### src/rtl/gate_edge_stamper.sv
module gate_edge_stamper #(
  parameter int GROUPS          = 2,
  parameter int LINES_PER_GROUP = 6,
  parameter int STEP_COUNT      = 1000,
  parameter int EV_PER_GROUP    = 4
) (
  input  logic                                         clk,
  input  logic                                         rst_n,
  input  logic                                         step_strobe,
  input  logic [GROUPS*LINES_PER_GROUP-1:0]            gate_in,
  output logic                                         ev_valid,
  input  logic                                         ev_ready,
  output logic [$clog2(GROUPS*LINES_PER_GROUP)-1:0]    ev_chan,
  output logic                                         ev_level,
  output logic [$clog2(STEP_COUNT)-1:0]                ev_stamp,
  output logic                                         ev_last,
  output logic [GROUPS-1:0]                            step_ovf,
  output logic [GROUPS*LINES_PER_GROUP-1:0]            step_level
);

  localparam int NL    = GROUPS * LINES_PER_GROUP;
  localparam int CW    = $clog2(STEP_COUNT);
  localparam int CHW   = $clog2(NL);
  localparam int SLOTS = GROUPS * EV_PER_GROUP;
  localparam int SLW   = (SLOTS > 1) ? $clog2(SLOTS) : 1;
  localparam int NW    = $clog2(EV_PER_GROUP + 1);
  localparam logic [CW-1:0] CNT_MAX = CW'(STEP_COUNT - 1);
  localparam logic [NW-1:0] FULL    = NW'(EV_PER_GROUP);

  logic [CW-1:0] cnt;
  logic [NL-1:0] s1, s2, prev;
  logic [1:0]    arm;
  logic [NL-1:0] edges;

  always_ff @(posedge clk) begin
    if (!rst_n)           cnt <= '0;
    else if (step_strobe) cnt <= '0;
    else if (cnt != CNT_MAX) cnt <= cnt + 1'b1;
  end

  always_ff @(posedge clk) begin
    if (!rst_n) begin
      s1   <= '0;
      s2   <= '0;
      prev <= '0;
      arm  <= '0;
    end else begin
      s1   <= gate_in;
      s2   <= s1;
      prev <= s2;
      if (arm != 2'b11) arm <= arm + 1'b1;
    end
  end

  assign edges = (s2 ^ prev) & {NL{&arm}};

  logic [CHW-1:0] cap_ch [SLOTS];
  logic [CW-1:0]  cap_st [SLOTS];
  logic [SLOTS-1:0] cap_lv;
  logic [NW-1:0]  cap_n  [GROUPS];
  logic [GROUPS-1:0] cap_ovf;

  logic [CHW-1:0] nx_ch [SLOTS];
  logic [CW-1:0]  nx_st [SLOTS];
  logic [SLOTS-1:0] nx_lv;
  logic [NW-1:0]  nx_n  [GROUPS];
  logic [GROUPS-1:0] nx_ovf;
  logic [SLW-1:0] slot;

  always_comb begin
    nx_ch  = cap_ch;
    nx_st  = cap_st;
    nx_lv  = cap_lv;
    nx_n   = cap_n;
    nx_ovf = cap_ovf;
    slot   = '0;
    for (int g = 0; g < GROUPS; g++) begin
      for (int l = 0; l < LINES_PER_GROUP; l++) begin
        if (edges[g*LINES_PER_GROUP + l]) begin
          if (nx_n[g] == FULL) begin
            nx_ovf[g] = 1'b1;
          end else begin
            slot        = SLW'(g*EV_PER_GROUP + int'(nx_n[g]));
            nx_ch[slot] = CHW'(g*LINES_PER_GROUP + l);
            nx_st[slot] = cnt;
            nx_lv[slot] = s2[g*LINES_PER_GROUP + l];
            nx_n[g]     = nx_n[g] + 1'b1;
          end
        end
      end
    end
  end

  always_ff @(posedge clk) begin
    cap_ch <= nx_ch;
    cap_st <= nx_st;
    cap_lv <= nx_lv;
  end

  always_ff @(posedge clk) begin
    if (!rst_n || step_strobe) begin
      for (int g = 0; g < GROUPS; g++) cap_n[g] <= '0;
      cap_ovf <= '0;
    end else begin
      cap_n   <= nx_n;
      cap_ovf <= nx_ovf;
    end
  end

  logic [CHW-1:0]   rd_ch [SLOTS];
  logic [CW-1:0]    rd_st [SLOTS];
  logic [SLOTS-1:0] rd_lv;
  logic [SLOTS-1:0] rd_vld;
  logic [SLW-1:0]   sel;

  always_comb begin
    sel = '0;
    for (int i = SLOTS - 1; i >= 0; i--)
      if (rd_vld[i]) sel = SLW'(i);
  end

  always_ff @(posedge clk) begin
    if (!rst_n) begin
      rd_vld     <= '0;
      step_ovf   <= '0;
      step_level <= '0;
    end else if (step_strobe) begin
      for (int g = 0; g < GROUPS; g++)
        for (int s = 0; s < EV_PER_GROUP; s++)
          rd_vld[g*EV_PER_GROUP + s] <= (NW'(s) < nx_n[g]);
      step_ovf   <= nx_ovf;
      step_level <= s2;
    end else if (ev_valid && ev_ready) begin
      rd_vld[sel] <= 1'b0;
    end
  end

  always_ff @(posedge clk) begin
    if (step_strobe) begin
      rd_ch <= nx_ch;
      rd_st <= nx_st;
      rd_lv <= nx_lv;
    end
  end

  assign ev_valid = |rd_vld;
  assign ev_last  = ($countones(rd_vld) == 1);
  assign ev_chan  = rd_ch[sel];
  assign ev_stamp = rd_st[sel];
  assign ev_level = rd_lv[sel];

endmodule

### config.mk
export PLATFORM = sky130hd
export DESIGN_NAME = gate_edge_stamper
export DESIGN_NICKNAME = d
export VERILOG_FILES = /design/src/rtl/gate_edge_stamper.sv
export SDC_FILE = /design/constraint.sdc
export NUM_CORES = 1
export LEC_CHECK = 0
export BUFFER_PORTS_ARGS = -buffer_cell sky130_fd_sc_hd__buf_4
export CAP_MARGIN = 20
export CORE_ASPECT_RATIO = 0.8
export CORE_MARGIN = 1
export CORE_UTILIZATION = 45
export CTS_BUF_LIST = sky130_fd_sc_hd__clkbuf_4 sky130_fd_sc_hd__clkbuf_8
export DETAILED_ROUTE_END_ITERATION = 10
export GPL_TIMING_DRIVEN = 0
export PLACE_DENSITY_LB_ADDON = 0.15
export REMOVE_ABC_BUFFERS = 1
export SYNTH_ARGS = -nofsm -noshare
export SYNTH_HDL_FRONTEND = slang
export SYNTH_SLANG_ARGS = --single-unit
### constraint.sdc
create_clock -name clk -period 11.63 [get_ports clk]
set_clock_uncertainty 0.1 [all_clocks]
set_input_delay 2.9075 -clock clk [delete_from_list [all_inputs] [get_ports clk]]
set_output_delay 2.9075 -clock clk [all_outputs]
set_load 0.02 [all_outputs]
Word-level counts from Yosys, hierarchy flattened. Cells that the tools add are included.

Reduce and logical (&&, ||, !) cells: 32. Muxes and demuxes: 236. Div/mod/pow operators: 0. Eq/ne operators: 15. $mul: 0. $add $sub $neg: 27. $lt $le $gt $ge: 59. Shift operators: 0. Bitwise gates (word level): 53.

Operators with widths (count): 2-to-1 mux 80 bit (24); bitwise mux 80 bit (12); 2-to-1 mux 32 bit (24); demux 10 bit (select 3 bit) (12); 2-to-1 mux 8 bit (26); demux 4 bit (select 3 bit) (12); 2-to-1 mux 10 bit (14); AND 24 bit (4); bitwise mux 8 bit (12); 2-to-1 mux 3 bit (32); inverter 24 bit (4); AND 16 bit (5); inverter 16 bit (5); bitwise OR 16 bit (5); 2-to-1 mux 4 bit (14); greater-or-equal comparator 4 bit (second input constant) (13); less-than comparator 3 x 4 -> 1 bit (second input constant) (13); inverter 3 -> 4 bit (13); less-than comparator 4 x 1 -> 1 bit (second input constant) (12); bitwise OR 24 bit (2); demux 1 bit (select 3 bit) (13); greater-or-equal comparator 3 x 1 -> 1 bit (second input constant) (13); 2-to-1 mux 1 bit (38); adder 3 x 1 -> 3 bit (second input constant) (12); 30 further kinds (88).

Input port bits: 16. Word-level logic and storage cells: 467. Memories kept: 0. Bits in writable memories: 0. Bits in read-only memories: 0. Bits in registers: 318. Bits in latches: 0.

Depth between registers and ports, before layout. Gate-level depths: netlist of run 1.

Depth in word-level cells: 42. Mapped depth: 32. Depth with buffers taken out: 30.

Worst setup path before layout of run 1. Ideal clock, no wire load.

Kind: flip-flop to flip-flop. From: register arm[0]. To: register rd_st[60] in the netlist's numbering, data pin. Library setup time: 266 ps. Clock period less this slack: 7331 ps. Stages on the path, launching flop included: 31. Data required time: 11264 ps. Arrival time: 6965 ps. Path slack: 4299 ps. Cells stage by stage: dfxtp_1 ha_1 buf_2 buf_6 and2_1 a21o_1 buf_4 clkinv_1 ha_1 a31oi_1 mux2i_1 inv_1 ha_1 a31oi_4 mux2_2 inv_1 ha_1 a21oi_2 mux2_2 inv_1 ha_1 a21oi_1 o21ai_0 inv_1 ha_1 or3_1 nor2_1 or3_1 and3b_1 buf_4 mux2_1.

RTL lines: from (decl) (line 32) `logic [1:0] arm;`; from (signal assigned) (line 51) `if (arm != 2'b11) arm <= arm + 1'b1;`; to (signal assigned) (line 141) `rd_st <= nx_st;`; to (decl) (line 111) `logic [CW-1:0] rd_st [SLOTS];`.

==> impl_metrics.py, run 1 <==
metrics = {
    "grt": {
        "grt_pass1_vias": 11060,
        "antenna_found_initial": 3,
        "grt-ovfl-total": 0,
        "grtUsageTotal_pct": 25.24,
        "grt_pass1_wl_um": 66760,
        "grt_max_degree": 76,
    },
    "setup_path": {
        "start_kind": "flip-flop",
        "crit_fanout": 50,
        "end_kind": "flip-flop",
        "crit_type": "flip-flop to flip-flop",
        "arrival_ps": 10070,
        "rr_endpoint": "rd_st[47]",
        "r2r_slack_ps": 1780,
        "r2r-start": "arm[0]",
        "ff2ff_path_depth": 27,
        "crit_top_cell": "ha_1",
        "max_stage_delay_ps": 910,
        "worst_ep_required_time_ps": 11850,
        "slowest_stage": "nor4b_2",
    },
    "floorplan": {
        "core_um2": 32920,
        "die_w_um": 207.9,
        "initial_utilization_pct": 46.37,
        "num_io_pins": 47,
        "rows": 59,
        "dieArea_um2": 34680,
        "die_y_um": 166.8,
    },
    "clock_tree": {
        "ctsHoldBuffers": 0,
        "htreeDepth": 2,
        "cts-buffers-inserted": 50,
        "path_clk_slew_ps": 60,
        "cts_tree": "built",
        "clockRootBuffer": "clkbuf_8",
        "post_cts_buffers": 0,
        "clock-sinks": 318,
        "cts_resized": 0,
        "cts_max_path_buffers": 3,
        "clkLatencyLatePin_ps": 600,
    },
    "drt": {
        "wl_um": 43400,
        "first_iter_violations": 1050,
        "dr_total_vias": 11690,
        "drc": 0,
        "met1_length_um": 21350,
        "viasPerCell": 5.868,
        "dr_wl_met2_um": 17920,
        "detail-route-antenna-nets": 0,
        "top_layer_used": "met4",
        "first_pass_iters": 6,
        "wl_met3_um": 3391,
        "wl_per_cell_um": 21.77,
    },
    "synthesis": {
        "avgSynthCellArea_um2": 10.34,
        "synth_area_um2": 15270,
        "synth_top_area_share_pct": 25.96,
        "synth_edf_count": 120,
        "synth_top_cell_by_area": "dfxtp_1",
        "ys_seq_area_share_pct": 49.56,
        "yosysWarningCount": 0,
        "synthArstFlopShare_pct": 0,
        "synth_commonest_cells": "dfxtp_1, nand2_1, nor2_1",
        "ys_seq_elements": 318,
        "synth_ff_type": "dfxtp_1",
        "synth_most_common_cell": "dfxtp_1",
        "yosys-top-cells-area": "dfxtp_1, edfxtp_1, mux2_2, mux2i_1, nand2_1",
        "syn_inst": 1476,
        "synth_cell_types": 99,
    },
    "placement": {
        "dpl_cell_area_um2": 16040,
        "gp_congestion": 0.9880,
        "io_buffers": 46,
        "dp_slack_ps": 1918,
        "dp_hpwl_um": 31680,
    },
    "hold_path": {
        "hp-start": "s1[10]",
        "hp-class": "flip-flop to flip-flop",
        "hold_depth": 1,
        "min_to": "s2[10]",
    },
    "finish": {
        "fin_util_pct": 52.06,
        "seqCellArea_um2": 7567,
        "multi_input_area_um2": 7268,
        "postLayoutCellArea_um2": 17140,
        "area_growth_pct": 12.27,
        "final_layout_size_suffix_gt1_share_pct": 18.45,
        "fill_cells": 3037,
        "nNetsFinal": 1573,
        "num_antenna_cells": 0,
    },
    "sta": {
        "period_share_pct": 84.74,
        "setup_viol": 0,
        "setup_ws_ps": 1775,
        "worst_pin_slew_ps": 1210,
        "report.final.hold_viol_count": 0,
        "fin_crit_ps": 9855,
        "relSlewSlack_pct": 18.62,
        "fmax_ghz": 0.1015,
        "drv_slew": 0,
        "rsz0062_at_grt": "no",
    },
    "power_and_ir_drop": {
        "power_density_nw_per_um2": 151.2,
        "leakagePower_uw": 0.007013,
        "max-vdd-ir-drop_mv": 0.1000,
        "p_total_uw": 2591,
    },
    "job": {
        "cap_violations": 0,
    },
    "status": {
        "outcome": "finished clean",
    },
}
routing by layer:
metal	up-vias	global-route usage, %
met5	-	0
met4	0	6.280
met3	47	5.035
met2	420	35.96
met1	5656	38.65
li1	5571	-
how the worst max path moves through the flow:
stage	startpoint	end
finish	arm[0]	rd_st[47]
detailed placement	arm[0]	rd_st[47]
CTS	arm[0]	rd_st[47]
global placement	rd_vld[7]	ev_chan[2]
floorplan	arm[0]	rd_st[40]
global route	arm[0]	rd_st[46]
layout make-up:
class                           instances  area share (%)
Clock inverter                          9          0.4526
Multi-Input combinational cell       1049           42.40
Sequential cell                       318           44.15
Clock buffer                           81           5.774
Timing Repair Buffer                   59           2.971
Inverter                               50           1.139
Tap cell                              427           3.117
cells in the final DEF (no fill, tap or decap), types with 15 or more instances in the layout:
cell      count
and2_1       46
clkbuf_8     61
ha_1         24
xor2_1       17
mux2i_1      63
edfxtp_1    120
nor2_1      138
nor3_1       44
and3_1       15
nand3_1      57
buf_4        49
or3_1        15
clkbuf_4     20
o21ai_0      34
a31oi_1      20
inv_1        43
mux2_2       80
a21oi_1      75
a221oi_1     20
nand2_1     146
dfxtp_1     198
worst max-delay path, delay by kind of cell (launching register included):
kind                     cells  cell delay, ps
AND/OR/NAND/NOR              6            2030
buffers and inverters        5            1010
flip-flops                   1             350
XOR/XNOR                     1             500
AO/OA/AOI/OAI                5            1720
multiplexers                 4            1480
adder cells (fa/ha/maj)      6            2320
logic make-up (layout without fill, tap and decap cells):
| logic type | Yosys count | after routing | share of synthesized area, % |
|---|---|---|---|
| mux | 154 | 154 | 10.92 |
| buf+inv | 109 | 199 | 2.999 |
| flops | 318 | 318 | 49.56 |
| xor+xnor | 34 | 34 | 2.491 |
| compound gates | 301 | 301 | 14.44 |
| simple gates | 531 | 531 | 17.02 |
| fa+ha+maj | 29 | 29 | 2.573 |
flip-flops by register name, indices dropped and copies added, names as in the netlist:
register,flops
arm,2
cap_ch,32
cap_lv,8
cap_n,6
cap_ovf,2
cap_st,80
cnt,10
prev,12
rd_ch,32
rd_lv,8
rd_st,80
rd_vld,8
s1,12
s2,12
step_level,12
step_ovf,2
report_power, final:
group / switching, µW / internal [µW] / total [µW]
clock network: 432 / 559 / 992
logic: 196 / 121 / 318
registers: 36.5 / 1250 / 1280
total: 665 / 1930 / 2590
per-stage QoR:
| stage | setup TNS, ps | instances | hold slack [ps] |
|---|---|---|---|
| 3_3_place_gp | -12920 | 1890 | 315.2 |
| 6_report | 0 | 1993 | 327.8 |
| 2_1_floorplan | 0 | 1417 | 311.8 |
| 4_1_cts | 0 | 1990 | 328.0 |
| 5_1_grt | 0 | 1993 | 336.1 |
| 3_5_place_dp | 0 | 1900 | 316.9 |
Power figures use the tool's default switching activity.
==> inputs of run 2 (changes only) <==
==> constraint.sdc (replaced) <==
create_clock -name clk -period 9.7 [get_ports clk]
set_clock_uncertainty 0.1 [all_clocks]
set_input_delay 2.425 -clock clk [delete_from_list [all_inputs] [get_ports clk]]
set_output_delay 2.425 -clock clk [all_outputs]
set_load 0.02 [all_outputs]
==> run 2 against run 1 <==
Sequential cell count unchanged. Wire length increased by 0.45%. Hold slack about the same. Total power increased by 20%. Highest routed layer unchanged. First-iteration DRC count increased by 0.57%. Combinational power increased by 21%. Cell count about the same. Clock power increased by 20%. Via count increased by 0.11%. Utilization increased by 0.14 points.
==> impl_metrics.py, run 2 (synthesis results as in run 1) <==
metrics = {
    "finish": {
        "layout_commonest_cell": "dfxtp_1",
        "postLayoutCellArea_um2": 17190,
        "area_growth_pct": 12.58,
        "fin_cells": 1994,
        "num_antenna_cells": 0,
        "nNetsFinal": 1574,
        "fill_cells": 3031,
        "final_layout_size_suffix_gt1_share_pct": 18.57,
        "seqCellArea_um2": 7569,
        "final_cell_mix": "dfxtp_1, nand2_1, nor2_1",
        "top_regs": "cap_st x80, rd_st x80",
        "multi_input_area_um2": 7295,
    },
    "grt": {
        "grt_max_degree": 76,
        "grtUsageTotal_pct": 25.24,
        "grt_pass1_vias": 11060,
        "antenna_found_initial": 3,
        "grt_pass1_wl_um": 66770,
        "grt-ovfl-total": 0,
    },
    "sta": {
        "worst_pin_slew_ps": 1126,
        "report.final.hold_viol_count": 0,
        "fmax_ghz": 0.1108,
        "setup_viol": 0,
        "fin_crit_ps": 9023,
        "relSlewSlack_pct": 24.22,
        "drv_slew": 0,
        "rsz0062_at_grt": "no",
        "period_share_pct": 93.02,
    },
    "setup_path": {
        "start_kind": "flip-flop",
        "crit_fanout": 10,
        "arrival_ps": 9240,
        "end_kind": "flip-flop",
        "crit_type": "flip-flop to flip-flop",
        "worst_ep_required_time_ps": 9920,
    },
    "floorplan": {
        "rows": 59,
        "die_w_um": 207.9,
        "core_um2": 32920,
        "num_io_pins": 47,
        "die_y_um": 166.8,
        "dieArea_um2": 34680,
        "initial_utilization_pct": 46.37,
    },
    "clock_tree": {
        "ctsHoldBuffers": 0,
        "cts_max_path_buffers": 3,
        "cts_tree": "built",
        "clockRootBuffer": "clkbuf_8",
        "path_clk_slew_ps": 60,
        "cts-buffers-inserted": 50,
        "htreeDepth": 2,
        "clock-sinks": 318,
        "clkLatencyLatePin_ps": 600,
    },
    "drt": {
        "dr_total_vias": 11710,
        "wl_um": 43590,
        "detail-route-antenna-nets": 0,
        "wl_per_cell_um": 21.86,
        "first_pass_iters": 5,
        "first_iter_violations": 1056,
        "viasPerCell": 5.871,
        "drc": 0,
    },
    "power_and_ir_drop": {
        "leakagePower_uw": 0.007038,
        "switching_share_pct": 25.70,
        "pwr-share-comb_pct": 12.4,
        "power_density_nw_per_um2": 181.1,
        "max-vdd-ir-drop_mv": 0.1199,
        "p_total_uw": 3112,
        "power_frac_seq_pct": 49.4,
        "intPower_uw": 2312,
        "p_switching_uw": 799.8,
        "p_clk_share_pct": 38.2,
    },
    "job": {
        "cap_violations": 0,
    },
    "status": {
        "outcome": "finished clean",
    },
    "placement": {
        "dp_hpwl_um": 31680,
        "dpl_cell_area_um2": 16040,
        "gp_congestion": 0.9880,
        "io_buffers": 46,
        "dp_cells": 1900,
    },
    "hold_path": {
        "hp-class": "flip-flop to flip-flop",
    },
}
## run 2: cell types whose count changed in the layout (fill, tap and decap cells not counted)
cell,previous run,this run
dfxtp_1,198,197
ha_2,1,0
ha_4,0,1
nor4b_2,1,0
a21oi_4,0,1
dfxtp_2,0,1
buf_12,1,2
nor4b_4,0,1
a21oi_2,3,2
## run 2: area by class of cell
| type | instances | share of cell area, % |
|---|---|---|
| flip-flops and latches | 318 | 44.03 |
| clock inverters | 9 | 0.4513 |
| repair buffers | 60 | 3.079 |
| well taps | 427 | 3.108 |
| multi-input cells | 1049 | 42.44 |
| clock buffers | 81 | 5.758 |
| inverters | 50 | 1.136 |
## run 2: worst max-delay path: stages (launching register included)
cell and delay, ps:
dfxtp_2 530, xor2_4 300, and2_1 260, a21o_1 400, clkinv_1 380, ha_1 390
a31oi_1 350, mux2i_1 340, inv_1 70, ha_1 260, a31oi_4 290, mux2_2 340
inv_1 130, ha_1 290, a21oi_4 340, mux2_2 420, inv_1 110, ha_1 250
a21oi_1 180, xnor2_1 490, ha_1 340, or3_1 200, nor3_2 80, nor2_1 370
nand2_1 210, nor4b_4 640, buf_4 300, mux2_2 360
## run 2: final timing paths
| path | from | to | slack (ps) | cells after the start |
|---|---|---|---|---|
| max | s2[6] | rd_st[47] | 680 | 27 |
| min reg2reg | s1[10] | s2[10] | 330 | 1 |
| max reg2reg | s2[6] | rd_st[47] | 680 | 27 |
| min | s1[10] | s2[10] | 330 | 1 |
## run 2: timing repair
item | CTS | global route
resized for setup | 1 | 3
setup endpoints to repair | 5 | 86
setup buffers | 0 | 1
pin swaps | 0 | 1
## run 2: metrics by stage
stage	setup WS, ps	utilization, %	hold slack [ps]	TNS (ps)
5_1_grt	137.6	52.21	335.2	0
3_3_place_gp	-2292	48.25	315.2	-71270
4_1_cts	238.5	51.98	328.0	0
3_5_place_dp	-11.92	48.71	316.9	-42.27
2_1_floorplan	1179	-	311.8	0
6_report	676.8	52.21	328.0	0
## run 2: routing by layer
layer | wire length (µm) | track usage [%] | up-vias
met4 | 863 | 6.280 | 0
met5 | 0 | 0 | -
met3 | 3464 | 5.035 | 62
li1 | - | - | 5570
met2 | 17870 | 35.96 | 435
met1 | 21400 | 38.65 | 5640
## run 2: power by group through the flow
stage / Combinational, µW / Clock, µW / Sequential [µW]
after global placement: 366 / 0 / 1560
after detailed placement: 375 / 0 / 1560
after global routing: 419 / 1280 / 1550
after CTS: 376 / 1220 / 1540
final: 386 / 1190 / 1540
after floorplan: 238 / 0 / 1550
